[src/rtl/dram_seq_pkg.sv]
package dram_seq_pkg;
   typedef enum logic {XFER_RD = 1'b0, XFER_WR = 1'b1} xfer_dir_e;

   typedef struct packed {
      logic      vld;
      xfer_dir_e dir;
   } beat_tok_t;
endpackage

[src/rtl/dram_cmd_phase.sv]
module dram_cmd_phase
   import dram_seq_pkg::*;
#(
   parameter int ROW_W  = 16,
   parameter int COL_W  = 16,
   parameter int ADDR_W = 8,
   parameter int T_RCD  = 10
) (
   input  logic              clk,
   input  logic              rst_n,
   input  logic              req_valid,
   output logic              req_ready,
   input  logic              req_write,
   input  logic [ROW_W-1:0]  req_row,
   input  logic [COL_W-1:0]  req_col,
   output logic              ctl_a,
   output logic              ctl_b,
   output logic [ADDR_W-1:0] addr,
   output beat_tok_t         tok
);
   localparam int LAST = T_RCD + 1;
   localparam int PW   = $clog2(LAST + 1);

   if (ROW_W != 2 * ADDR_W || COL_W != 2 * ADDR_W) begin : g_bad_split
      $error("address must split into two equal halves");
   end
   if (T_RCD < 3) begin : g_bad_rcd
      $error("row-to-column delay too short");
   end

   logic              busy;
   logic [PW-1:0]     ph;
   logic [ROW_W-1:0]  row_q;
   logic [COL_W-1:0]  col_q;
   xfer_dir_e         dir_q;
   logic              take;

   assign req_ready = !busy || (ph == PW'(LAST));
   assign take      = req_valid && req_ready;

   always_ff @(posedge clk or negedge rst_n) begin
      if (!rst_n) begin
         busy  <= 1'b0;
         ph    <= '0;
         row_q <= '0;
         col_q <= '0;
         dir_q <= XFER_RD;
      end else if (take) begin
         busy  <= 1'b1;
         ph    <= '0;
         row_q <= req_row;
         col_q <= req_col;
         dir_q <= req_write ? XFER_WR : XFER_RD;
      end else if (busy) begin
         if (ph == PW'(LAST)) busy <= 1'b0;
         else                 ph   <= ph + 1'b1;
      end
   end

   always_comb begin
      ctl_a = 1'b0;
      ctl_b = 1'b0;
      addr  = '0;
      if (busy) begin
         if (ph == PW'(0)) begin
            ctl_a = 1'b1;
            addr  = row_q[ADDR_W-1:0];
         end else if (ph == PW'(1)) begin
            ctl_a = 1'b1;
            addr  = row_q[ROW_W-1:ADDR_W];
         end else if (ph == PW'(T_RCD)) begin
            ctl_a = 1'b1;
            ctl_b = 1'b1;
            addr  = col_q[ADDR_W-1:0];
         end else if (ph == PW'(LAST)) begin
            ctl_b = (dir_q == XFER_WR);
            addr  = col_q[COL_W-1:ADDR_W];
         end
      end
   end

   assign tok.vld = busy && (ph == PW'(LAST));
   assign tok.dir = dir_q;

   AST_GAP_QUIET: assert property (@(posedge clk) disable iff (!rst_n)
      (ctl_a && !ctl_b && addr == row_q[ROW_W-1:ADDR_W] && ph == PW'(1)) |=> !ctl_a && !ctl_b);
endmodule

[src/rtl/dram_beat_pipe.sv]
module dram_beat_pipe
   import dram_seq_pkg::*;
#(
   parameter int DEPTH = 9
) (
   input  logic      clk,
   input  logic      rst_n,
   input  beat_tok_t tok_in,
   output beat_tok_t tok_out
);
   if (DEPTH < 1) begin : g_bad_depth
      $error("pipe needs at least one stage");
   end

   if (DEPTH == 1) begin : g_single
      beat_tok_t st;
      always_ff @(posedge clk or negedge rst_n) begin
         if (!rst_n) st <= '0;
         else        st <= tok_in;
      end
      assign tok_out = st;
   end else begin : g_chain
      beat_tok_t st [DEPTH];
      always_ff @(posedge clk or negedge rst_n) begin
         if (!rst_n) begin
            for (int i = 0; i < DEPTH; i++) st[i] <= '0;
         end else begin
            st[0] <= tok_in;
            for (int i = 1; i < DEPTH; i++) st[i] <= st[i-1];
         end
      end
      assign tok_out = st[DEPTH-1];
   end
endmodule

[src/rtl/dram_burst_eng.sv]
module dram_burst_eng
   import dram_seq_pkg::*;
#(
   parameter int DATA_W = 18,
   parameter int BURST  = 8,
   parameter int NSTRB  = 2
) (
   input  logic              clk,
   input  logic              rst_n,
   input  beat_tok_t         tok,
   input  logic [DATA_W-1:0] dq_in,
   output logic [DATA_W-1:0] dq_out,
   output logic              dq_oe,
   output logic [DATA_W-1:0] rd_data,
   output logic              rd_valid,
   input  logic [DATA_W-1:0] wr_data,
   output logic              wr_ready,
   output logic [NSTRB-1:0]  strb_p,
   output logic [NSTRB-1:0]  strb_n
);
   localparam int LW = $clog2(BURST + 1);

   if (BURST < 2) begin : g_bad_burst
      $error("burst must have at least two beats");
   end

   logic          active;
   logic [LW-1:0] left;
   xfer_dir_e     dir;
   logic          strb_q;
   logic          flip;

   assign flip = tok.vld || (active && left > LW'(1));

   always_ff @(posedge clk or negedge rst_n) begin
      if (!rst_n) begin
         active <= 1'b0;
         left   <= '0;
         dir    <= XFER_RD;
         strb_q <= 1'b0;
      end else begin
         if (flip) strb_q <= !strb_q;
         if (tok.vld) begin
            active <= 1'b1;
            left   <= LW'(BURST);
            dir    <= tok.dir;
         end else if (active) begin
            if (left == LW'(1)) active <= 1'b0;
            else                left   <= left - 1'b1;
         end
      end
   end

   assign rd_valid = active && (dir == XFER_RD);
   assign wr_ready = active && (dir == XFER_WR);
   assign dq_oe    = wr_ready;
   assign dq_out   = wr_ready ? wr_data : '0;
   assign rd_data  = rd_valid ? dq_in : '0;

   for (genvar g = 0; g < NSTRB; g++) begin : g_strb
      assign strb_p[g] = strb_q;
      assign strb_n[g] = !strb_q;
   end

   AST_STRB_BEAT: assert property (@(posedge clk) disable iff (!rst_n)
      active |-> strb_q != $past(strb_q));
   AST_STRB_QUIET: assert property (@(posedge clk) disable iff (!rst_n)
      (!tok.vld && !active) |=> $stable(strb_q));
   AST_TOK_NO_OVERLAP: assert property (@(posedge clk) disable iff (!rst_n)
      tok.vld |-> !active);
endmodule

[src/rtl/dram_cmd_seq.sv]
module dram_cmd_seq
   import dram_seq_pkg::*;
#(
   parameter int ROW_W  = 16,
   parameter int COL_W  = 16,
   parameter int ADDR_W = 8,
   parameter int DATA_W = 18,
   parameter int BURST  = 8,
   parameter int NSTRB  = 2,
   parameter int T_RCD  = 10,
   parameter int T_CL   = 10
) (
   input  logic              clk,
   input  logic              rst_n,
   input  logic              req_valid,
   output logic              req_ready,
   input  logic              req_write,
   input  logic [ROW_W-1:0]  req_row,
   input  logic [COL_W-1:0]  req_col,
   output logic              cmd_cs_ras,
   output logic              cmd_cas_we,
   output logic [ADDR_W-1:0] cmd_addr,
   input  logic [DATA_W-1:0] dq_in,
   output logic [DATA_W-1:0] dq_out,
   output logic              dq_oe,
   output logic [DATA_W-1:0] rd_data,
   output logic              rd_valid,
   input  logic [DATA_W-1:0] wr_data,
   output logic              wr_ready,
   output logic [NSTRB-1:0]  strb_p,
   output logic [NSTRB-1:0]  strb_n
);
   localparam int PIPE_D = T_CL - 1;

   if (T_CL < 2) begin : g_bad_cl
      $error("column-to-data delay too short");
   end
   if (T_RCD + 2 < BURST) begin : g_bad_spacing
      $error("chained bursts would collide");
   end

   beat_tok_t tok_col, tok_beat;

   dram_cmd_phase #(
      .ROW_W(ROW_W), .COL_W(COL_W), .ADDR_W(ADDR_W), .T_RCD(T_RCD)
   ) u_phase (
      .clk(clk), .rst_n(rst_n),
      .req_valid(req_valid), .req_ready(req_ready), .req_write(req_write),
      .req_row(req_row), .req_col(req_col),
      .ctl_a(cmd_cs_ras), .ctl_b(cmd_cas_we), .addr(cmd_addr),
      .tok(tok_col)
   );

   dram_beat_pipe #(.DEPTH(PIPE_D)) u_pipe (
      .clk(clk), .rst_n(rst_n), .tok_in(tok_col), .tok_out(tok_beat)
   );

   dram_burst_eng #(
      .DATA_W(DATA_W), .BURST(BURST), .NSTRB(NSTRB)
   ) u_burst (
      .clk(clk), .rst_n(rst_n), .tok(tok_beat),
      .dq_in(dq_in), .dq_out(dq_out), .dq_oe(dq_oe),
      .rd_data(rd_data), .rd_valid(rd_valid),
      .wr_data(wr_data), .wr_ready(wr_ready),
      .strb_p(strb_p), .strb_n(strb_n)
   );

   AST_ROW_AFTER_ACCEPT: assert property (@(posedge clk) disable iff (!rst_n)
      (req_valid && req_ready) |=> cmd_cs_ras && !cmd_cas_we
                                   && cmd_addr == $past(req_row[ADDR_W-1:0]));
   AST_DIR_EXCLUSIVE: assert property (@(posedge clk) disable iff (!rst_n)
      !(rd_valid && wr_ready));
   AST_STRB_PAIR: assert property (@(posedge clk) disable iff (!rst_n)
      strb_n == ~strb_p);
endmodule

[config.mk]
export PLATFORM = sky130hd
export DESIGN_NAME = dram_cmd_seq
export DESIGN_NICKNAME = d
export VERILOG_FILES = /design/src/rtl/dram_seq_pkg.sv /design/src/rtl/dram_cmd_phase.sv /design/src/rtl/dram_beat_pipe.sv /design/src/rtl/dram_burst_eng.sv /design/src/rtl/dram_cmd_seq.sv
export SDC_FILE = /design/constraint.sdc
export NUM_CORES = 1
export LEC_CHECK = 0
export BUFFER_PORTS_ARGS = -buffer_cell sky130_fd_sc_hd__buf_4
export CAP_MARGIN = 40
export CORE_AREA = 8 8 90 92
export CTS_CLUSTER_DIAMETER = 60
export DETAILED_ROUTE_END_ITERATION = 8
export DIE_AREA = 0 0 98 100
export HOLD_SLACK_MARGIN = 0.05
export PLACE_DENSITY = 0.82
export SETUP_SLACK_MARGIN = 0.4
export SYNTH_ARGS = -nofsm -noshare
export SYNTH_HDL_FRONTEND = slang
export SYNTH_SLANG_ARGS = --single-unit
[constraint.sdc]
create_clock -name clk -period 3.6 [get_ports clk]
set_input_delay 0.36 -clock clk [delete_from_list [all_inputs] [get_ports clk]]
set_output_delay 0.36 -clock clk [all_outputs]
set_load 0.01 [all_outputs]
==> results.sh, run 1 <==
export IMPL_crit_slowest_cell="or3b_2"
export IMPL_postLayoutCoreUtil_pct=62.0
export IMPL_hp_class="in2async"
export IMPL_synthCells=255
export IMPL_route_antenna_remaining_nets=0
export IMPL_synth_main_ff_cell="dfrtp_1"
export IMPL_drv_cap=0
export IMPL_yosysSeqAreaShare_pct=53.1
export IMPL_die_h_um=100
export IMPL_io_buffers=125
export IMPL_ys_ff_latch=63
export IMPL_syn_cell_area_um2=2970
export IMPL_ir_drop_mv=0.511
export IMPL_viasPerCell=5.23
export IMPL_critPathTopFamily="simple AND/OR/NAND/NOR gates"
export IMPL_drtIter0Drc=98
export IMPL_fin_nets=449
export IMPL_ys_warn_count=0
export IMPL_final_common_cell="buf_4"
export IMPL_ctsResizeCount=0
export IMPL_setup_slack_ps=924
export IMPL_final_max_slew_viol_count=0
export IMPL_dr_pass1_iters=4
export IMPL_layout_common_cells="buf_4 (126), dfrtp_1 (63), mux2_2 (35), and2_1 (21), a21oi_1 (20)"
export IMPL_layout_cells_non_filler=456
export IMPL_leakage_nw=2.11
export IMPL_cts_setup_buffers=0
export IMPL_holdBufCountCts=0
export IMPL_clk_latency_ps=340
export IMPL_critical_path_arrival_ps=2320
export IMPL_worst_slew_pin_slew_ps=822
export IMPL_hold_viol=0
export IMPL_placed_area_um2=3910
export IMPL_fill_cells=503
export IMPL_totalWireLength_um=7800
export IMPL_power_mw=3.40
export IMPL_antenna_found_initial=0
export IMPL_grt_setup_unrepaired="no"
export IMPL_path_class="reg2out"
export IMPL_timing_hold_ws_ps=95.5
export IMPL_critPathCaptureType="primary output"
export IMPL_relSlewSlack_pct=45.1
export IMPL_core_area_um2=6640
export IMPL_async_flop_share_pct=100
export IMPL_cts_max_level=3
export IMPL_cts_sinks=63
export IMPL_max_stage_delay_ps=560
export IMPL_p_per_area_nw_per_um2=827
export IMPL_grt_overflow=0
export IMPL_fin_crit_sh_pct=74.3
export IMPL_dr_total_vias=2385
export IMPL_root_buffer="clkbuf_8"
export IMPL_initial_core_util_pct=44.7
export IMPL_synth_edf_count=0
export IMPL_dp_worst_setup_slack_ps=1330
export IMPL_synthToLayoutAreaGrowth_pct=38.6
export IMPL_post_drt_wl_per_cell_um=17.1
export IMPL_die_w_um=98
export IMPL_numCtsBuffers=9
export IMPL_io_pin_count=126
export IMPL_tns_ps=0
export IMPL_required_ps=3240
export IMPL_grtUsageTotal_pct=16.3
export IMPL_status="completed"
export IMPL_numPlacedInstances=440
export IMPL_synth_avg_cell_area_um2=11.6
export IMPL_setup_viol=0
export IMPL_place_gp_congestion=0.828
export IMPL_layout_drive_gt1_share_pct=48.1
export IMPL_post_dp_hpwl_um=5850
export IMPL_cts_tree="done"
export IMPL_rrSetupSlack_ps=1700
export IMPL_fin_worst_skew_ps=6.64
export IMPL_fin_crit_ps=2680
export IMPL_cts_path_max_buffers=2
export IMPL_path_buf_inv=2
export IMPL_crit_chain="inv_1 > ha_1 > or3b_2 > o21ai_0 > a21oi_1 > buf_4"
export IMPL_std_cell_rows=30
export IMPL_dieArea_um2=9800
export IMPL_route_detailed_drc=0
export IMPL_final_cell_area_um2=4120
export IMPL_grt_pass1_wl_um=12700
export IMPL_cts_reportedPaths_clkPinSlew_ps=70
export IMPL_ys_types=38
export IMPL_n_antenna_cell=0
export IMPL_synth_fp_nets=333
export IMPL_grt_max_degree=64
export IMPL_crit_fanout=11
export IMPL_cp_start_kind="flop"
export IMPL_fmax_ghz=0.374
export IMPL_grt_pass1_vias=2467
flip-flops by register name, indices dropped and copies added (netlist names):
register           count
u_phase.col_q         16
u_phase.row_q         16
u_pipe.g_chain.st     16
u_burst.left           4
u_phase.ph             4
u_pipe.tok_out         2
u_burst.active         1
u_burst.dir            1
u_burst.strb_q         1
u_phase.busy           1
u_phase.dir_q          1
cell usage after synthesis, types with 2 or more instances:
cell type / n / area, um^2
nor3_1: 3 / 15.0
buf_4: 4 / 30.0
mux2_2: 35 / 394
dfrtp_1: 63 / 1580
a21o_1: 2 / 15.0
clkbuf_1: 11 / 41.3
inv_1: 10 / 37.5
clkbuf_2: 2 / 10.0
a2bb2oi_1: 8 / 70.1
nand2_1: 9 / 33.8
nor2_1: 2 / 7.51
nand2b_1: 2 / 12.5
a21oi_1: 20 / 100
and3_1: 19 / 119
nand3_1: 4 / 20.0
and2_1: 21 / 131
a31oi_1: 2 / 12.5
buf_6: 4 / 45.0
or3b_2: 2 / 17.5
ha_1: 6 / 75.1
o21ai_0: 9 / 45.0
cell families after synthesis:
group                    after synthesis  synth area share [%]
AO/OA/AOI/OAI                         49                  10.8
XOR/XNOR                               1                 0.295
adder cells (fa/ha/maj)                6                  2.53
buffers and inverters                 32                  5.69
flip-flops                            63                  53.1
multiplexers                          35                  13.3
AND/OR/NAND/NOR                       69                  14.3
path summary, 6_finish.rpt:
| check | startpoint | to | cells past startpoint |
|---|---|---|---|
| min in group clk | req_valid | u_phase.ph[1]$_DFFE_PN0P_ | 2 |
| hold / removal | rst_n | u_phase.row_q[10]$_DFFE_PN0P_ | 1 |
| hold reg to reg | u_pipe.g_chain.st[14]$_DFF_PN0_ | u_pipe.g_chain.st[12]$_DFF_PN0_ | 0 |
| max in group asynchronous | rst_n | u_burst.left[2]$_DFFE_PN0P_ | 1 |
| setup reg to reg | u_phase.ph[0]$_DFFE_PN0P_ | u_phase.col_q[9]$_DFFE_PN0P_ | 5 |
| setup / recovery | u_phase.ph[1]$_DFFE_PN0P_ | cmd_addr[3] | 6 |
cell type report:
cell class | count | area [um^2] | share of cell area (%)
clock buffers | 11 | 131 | 3.19
clock inverters | 5 | 81.3 | 1.98
inverters | 10 | 37.5 | 0.912
multi-input cells | 160 | 1220 | 29.7
flip-flops and latches | 63 | 1580 | 38.3
well taps | 80 | 100 | 2.43
repair buffers | 127 | 966 | 23.5
per-layer routing:
metal / share of wire (%) / up-vias / track usage (%)
li1: - / 1119 / -
met4: 1.2 / 0 / 5.40
met2: 45 / 125 / 25.7
met3: 11 / 10 / 7.54
met1: 43 / 1131 / 19.2
met5: 0 / - / 0
power breakdown:
| part | switching (mW) | internal [mW] | leakage (nW) |
|---|---|---|---|
| Combinational | 0.641 | 0.808 | 1.23 |
| Sequential | 0.265 | 1.03 | 0.774 |
| Clock | 0.272 | 0.391 | 0.104 |
| Total | 1.18 | 2.23 | 2.11 |
No activity file was read; power rests on OpenSTA's default activity.
==> run 2: changes to the inputs <==
--- a/config.mk
+++ b/config.mk
@@ -7,12 +7,12 @@
 export LEC_CHECK = 0
 export BUFFER_PORTS_ARGS = -buffer_cell sky130_fd_sc_hd__buf_4
 export CAP_MARGIN = 40
-export CORE_AREA = 8 8 90 92
+export CORE_AREA = 8 8 93 95
 export CTS_CLUSTER_DIAMETER = 60
 export DETAILED_ROUTE_END_ITERATION = 8
-export DIE_AREA = 0 0 98 100
+export DIE_AREA = 0 0 101 103
 export HOLD_SLACK_MARGIN = 0.05
-export PLACE_DENSITY = 0.82
+export PLACE_DENSITY = 0.8
 export SETUP_SLACK_MARGIN = 0.4
 export SYNTH_ARGS = -nofsm -noshare
 export SYNTH_HDL_FRONTEND = slang
==> constraint.sdc (replaced) <==
create_clock -name clk -period 2.2 [get_ports clk]
set_input_delay 0.22 -clock clk [delete_from_list [all_inputs] [get_ports clk]]
set_output_delay 0.22 -clock clk [all_outputs]
set_load 0.01 [all_outputs]
==> results.sh, run 2 (same netlist as run 1, synthesis figures left out) <==
export IMPL_top_usage_layer="met2"
export IMPL_core_area_um2=7140
export IMPL_cts_path_max_buffers=2
export IMPL_drtIter0Drc=101
export IMPL_post_dp_hpwl_um=6060
export IMPL_cts_max_level=3
export IMPL_place_gp_congestion=0.822
export IMPL_grtUsageTotal_pct=16.3
export IMPL_hp_class="in2reg"
export IMPL_grt_max_degree=64
export IMPL_grt_overflow=0
export IMPL_hold_start="req_valid"
export IMPL_critPathCaptureType="primary output"
export IMPL_fin_worst_skew_ps=6.30
export IMPL_path_class="reg2out"
export IMPL_drv_cap=0
export IMPL_dieArea_um2=10400
export IMPL_final_common_cell="buf_4"
export IMPL_layout_common_cells="buf_4 (137), dfrtp_1 (60), mux2_4 (32), and2_1 (20), and3_1 (19)"
export IMPL_cts_reportedPaths_clkPinSlew_ps=70
export IMPL_final_max_slew_viol_count=0
export IMPL_grtUsageMet1_pct=17.7
export IMPL_leakage_nw=2.35
export IMPL_fin_crit_ps=2170
export IMPL_relSlewSlack_pct=48.8
export IMPL_initial_core_util_pct=41.6
export IMPL_use_met2_pct=27.5
export IMPL_hold_depth=2
export IMPL_synthToLayoutAreaGrowth_pct=58.6
export IMPL_die_w_um=101
export IMPL_route_antenna_remaining_nets=0
export IMPL_io_buffers=125
export IMPL_rrSetupSlack_ps=210
export IMPL_layout_drive_gt1_share_pct=60.2
export IMPL_viasPerCell=5.13
export IMPL_worst_slew_pin_slew_ps=769
export IMPL_setup_viol=0
export IMPL_n_antenna_cell=0
export IMPL_grt_pass1_wl_um=13100
export IMPL_cts_sinks=63
export IMPL_antenna_found_initial=0
export IMPL_fin_crit_sh_pct=98.7
export IMPL_post_drt_wl_per_cell_um=18.9
export IMPL_ff2ff_path_depth=9
export IMPL_fill_cells=537
export IMPL_critical_path_arrival_ps=1950
export IMPL_io_pin_count=126
export IMPL_route_detailed_drc=0
export IMPL_reg_top3="u_phase.col_q (16), u_phase.row_q (16), u_pipe.g_chain.st (16)"
export IMPL_p_per_area_nw_per_um2=1410
export IMPL_hold_path_end="u_phase.ph[1]$_DFFE_PN0P_"
export IMPL_grtUsageMet3_pct=6.82
export IMPL_dr_total_vias=2545
export IMPL_fmax_ghz=0.460
export IMPL_totalWireLength_um=9380
export IMPL_root_buffer="clkbuf_8"
export IMPL_ir_drop_mv=1.00
export IMPL_grt_setup_unrepaired="yes"
export IMPL_fin_nets=470
export IMPL_std_cell_rows=31
export IMPL_required_ps=1980
export IMPL_grt_pass1_vias=2593
export IMPL_cts_tree="done"
export IMPL_crit_fanout=9
export IMPL_layout_cells_non_filler=496
export IMPL_status="completed"
export IMPL_die_h_um=103
export IMPL_dr_pass1_iters=4
export IMPL_worstReg2RegEnd="u_phase.col_q[4]$_DFFE_PN0P_"
export IMPL_numPlacedInstances=462
export IMPL_r2r_start="u_phase.ph[0]$_DFFE_PN0P_"
export IMPL_hold_viol=0
export IMPL_numCtsBuffers=9
export IMPL_tns_ps=0
export IMPL_clk_latency_ps=340
export IMPL_cp_start_kind="flop"
[run 2: cell count changes in the layout (fill, tap and decap cells not counted), moves of 7 or more]
cell,before,now
buf_4,126,137
a21oi_1,20,11
o21ai_2,0,7
mux2_4,0,32
mux2_2,35,3
o21ai_0,9,2
a21oi_2,0,9
[run 2: worst max-delay path by stage]
stage                                    startpoint     endpoint  slack [ps]  cells past startpoint
after floorplan           u_phase.ph[0]$_DFFE_PN0P_   cmd_cs_ras         440                      5
after global placement    u_phase.ph[0]$_DFFE_PN0P_  cmd_addr[6]         350                      7
after detailed placement  u_phase.ph[0]$_DFFE_PN0P_  cmd_addr[6]         320                      7
after CTS                 u_phase.ph[1]$_DFFE_PN0P_  cmd_addr[0]         140                      6
after global routing      u_phase.ph[0]$_DFFE_PN0P_  cmd_addr[2]          20                      7
final                     u_phase.ph[0]$_DFFE_PN0P_  cmd_addr[2]          30                      7
[run 2: critical path, stage by stage (launching register included)]
cell       delay (ps)
dfrtp_1           430
buf_4             160
buf_4             130
ha_4              190
a21oi_1           170
a2bb2oi_1         290
a21oi_2           100
buf_4             150
[run 2: per-stage QoR]
stage               worst slack, ps  power [mW]  hold slack, ps  instance area [um^2]  utilization (%)
floorplan                       442        3.58           -75.6                  2970                -
global placement                348        4.45             334                  3950             55.4
detailed placement              316        4.55             335                  3950             55.4
CTS                             136        6.12            96.5                  4400             61.7
global route                   19.9        7.00            98.8                  4710             66.0
finish                         28.0        6.63             105                  4710             66.0
[run 2: layer usage]
layer  routed length, um  vias to the layer above
met5                   0                        -
met4                 177                        0
met3                1060                       18
met2                4430                      140
met1                3710                     1215
li1                    -                     1172
[run 2: what timing repair did]
item | in CTS | in global routing
cloned | 0 | 4
hold endpoints to repair | 63 | 0
hold buffers | 1 | 0
pin swaps | 6 | 7
setup endpoints to repair | 11 | 62
gates resized for setup | 39 | 50
buffers inserted | 9 | 4
[run 2: cell type report]
cell class	instances	area [um^2]	area share (%)
Tap cell	99	124	2.63
Clock buffer	10	138	2.92
Inverter	10	40.0	0.850
Multi-Input combinational cell	160	1520	32.2
Timing Repair Buffer	148	1220	25.9
Sequential cell	63	1580	33.5
Clock inverter	6	92.6	1.96
[run 2: power by group]
| part | internal [mW] | leakage (nW) | switching (mW) |
|---|---|---|---|
| combinational | 1.93 | 1.47 | 1.40 |
| clock | 0.674 | 0.109 | 0.469 |
| sequential | 1.69 | 0.771 | 0.472 |
| total | 4.29 | 2.35 | 2.34 |
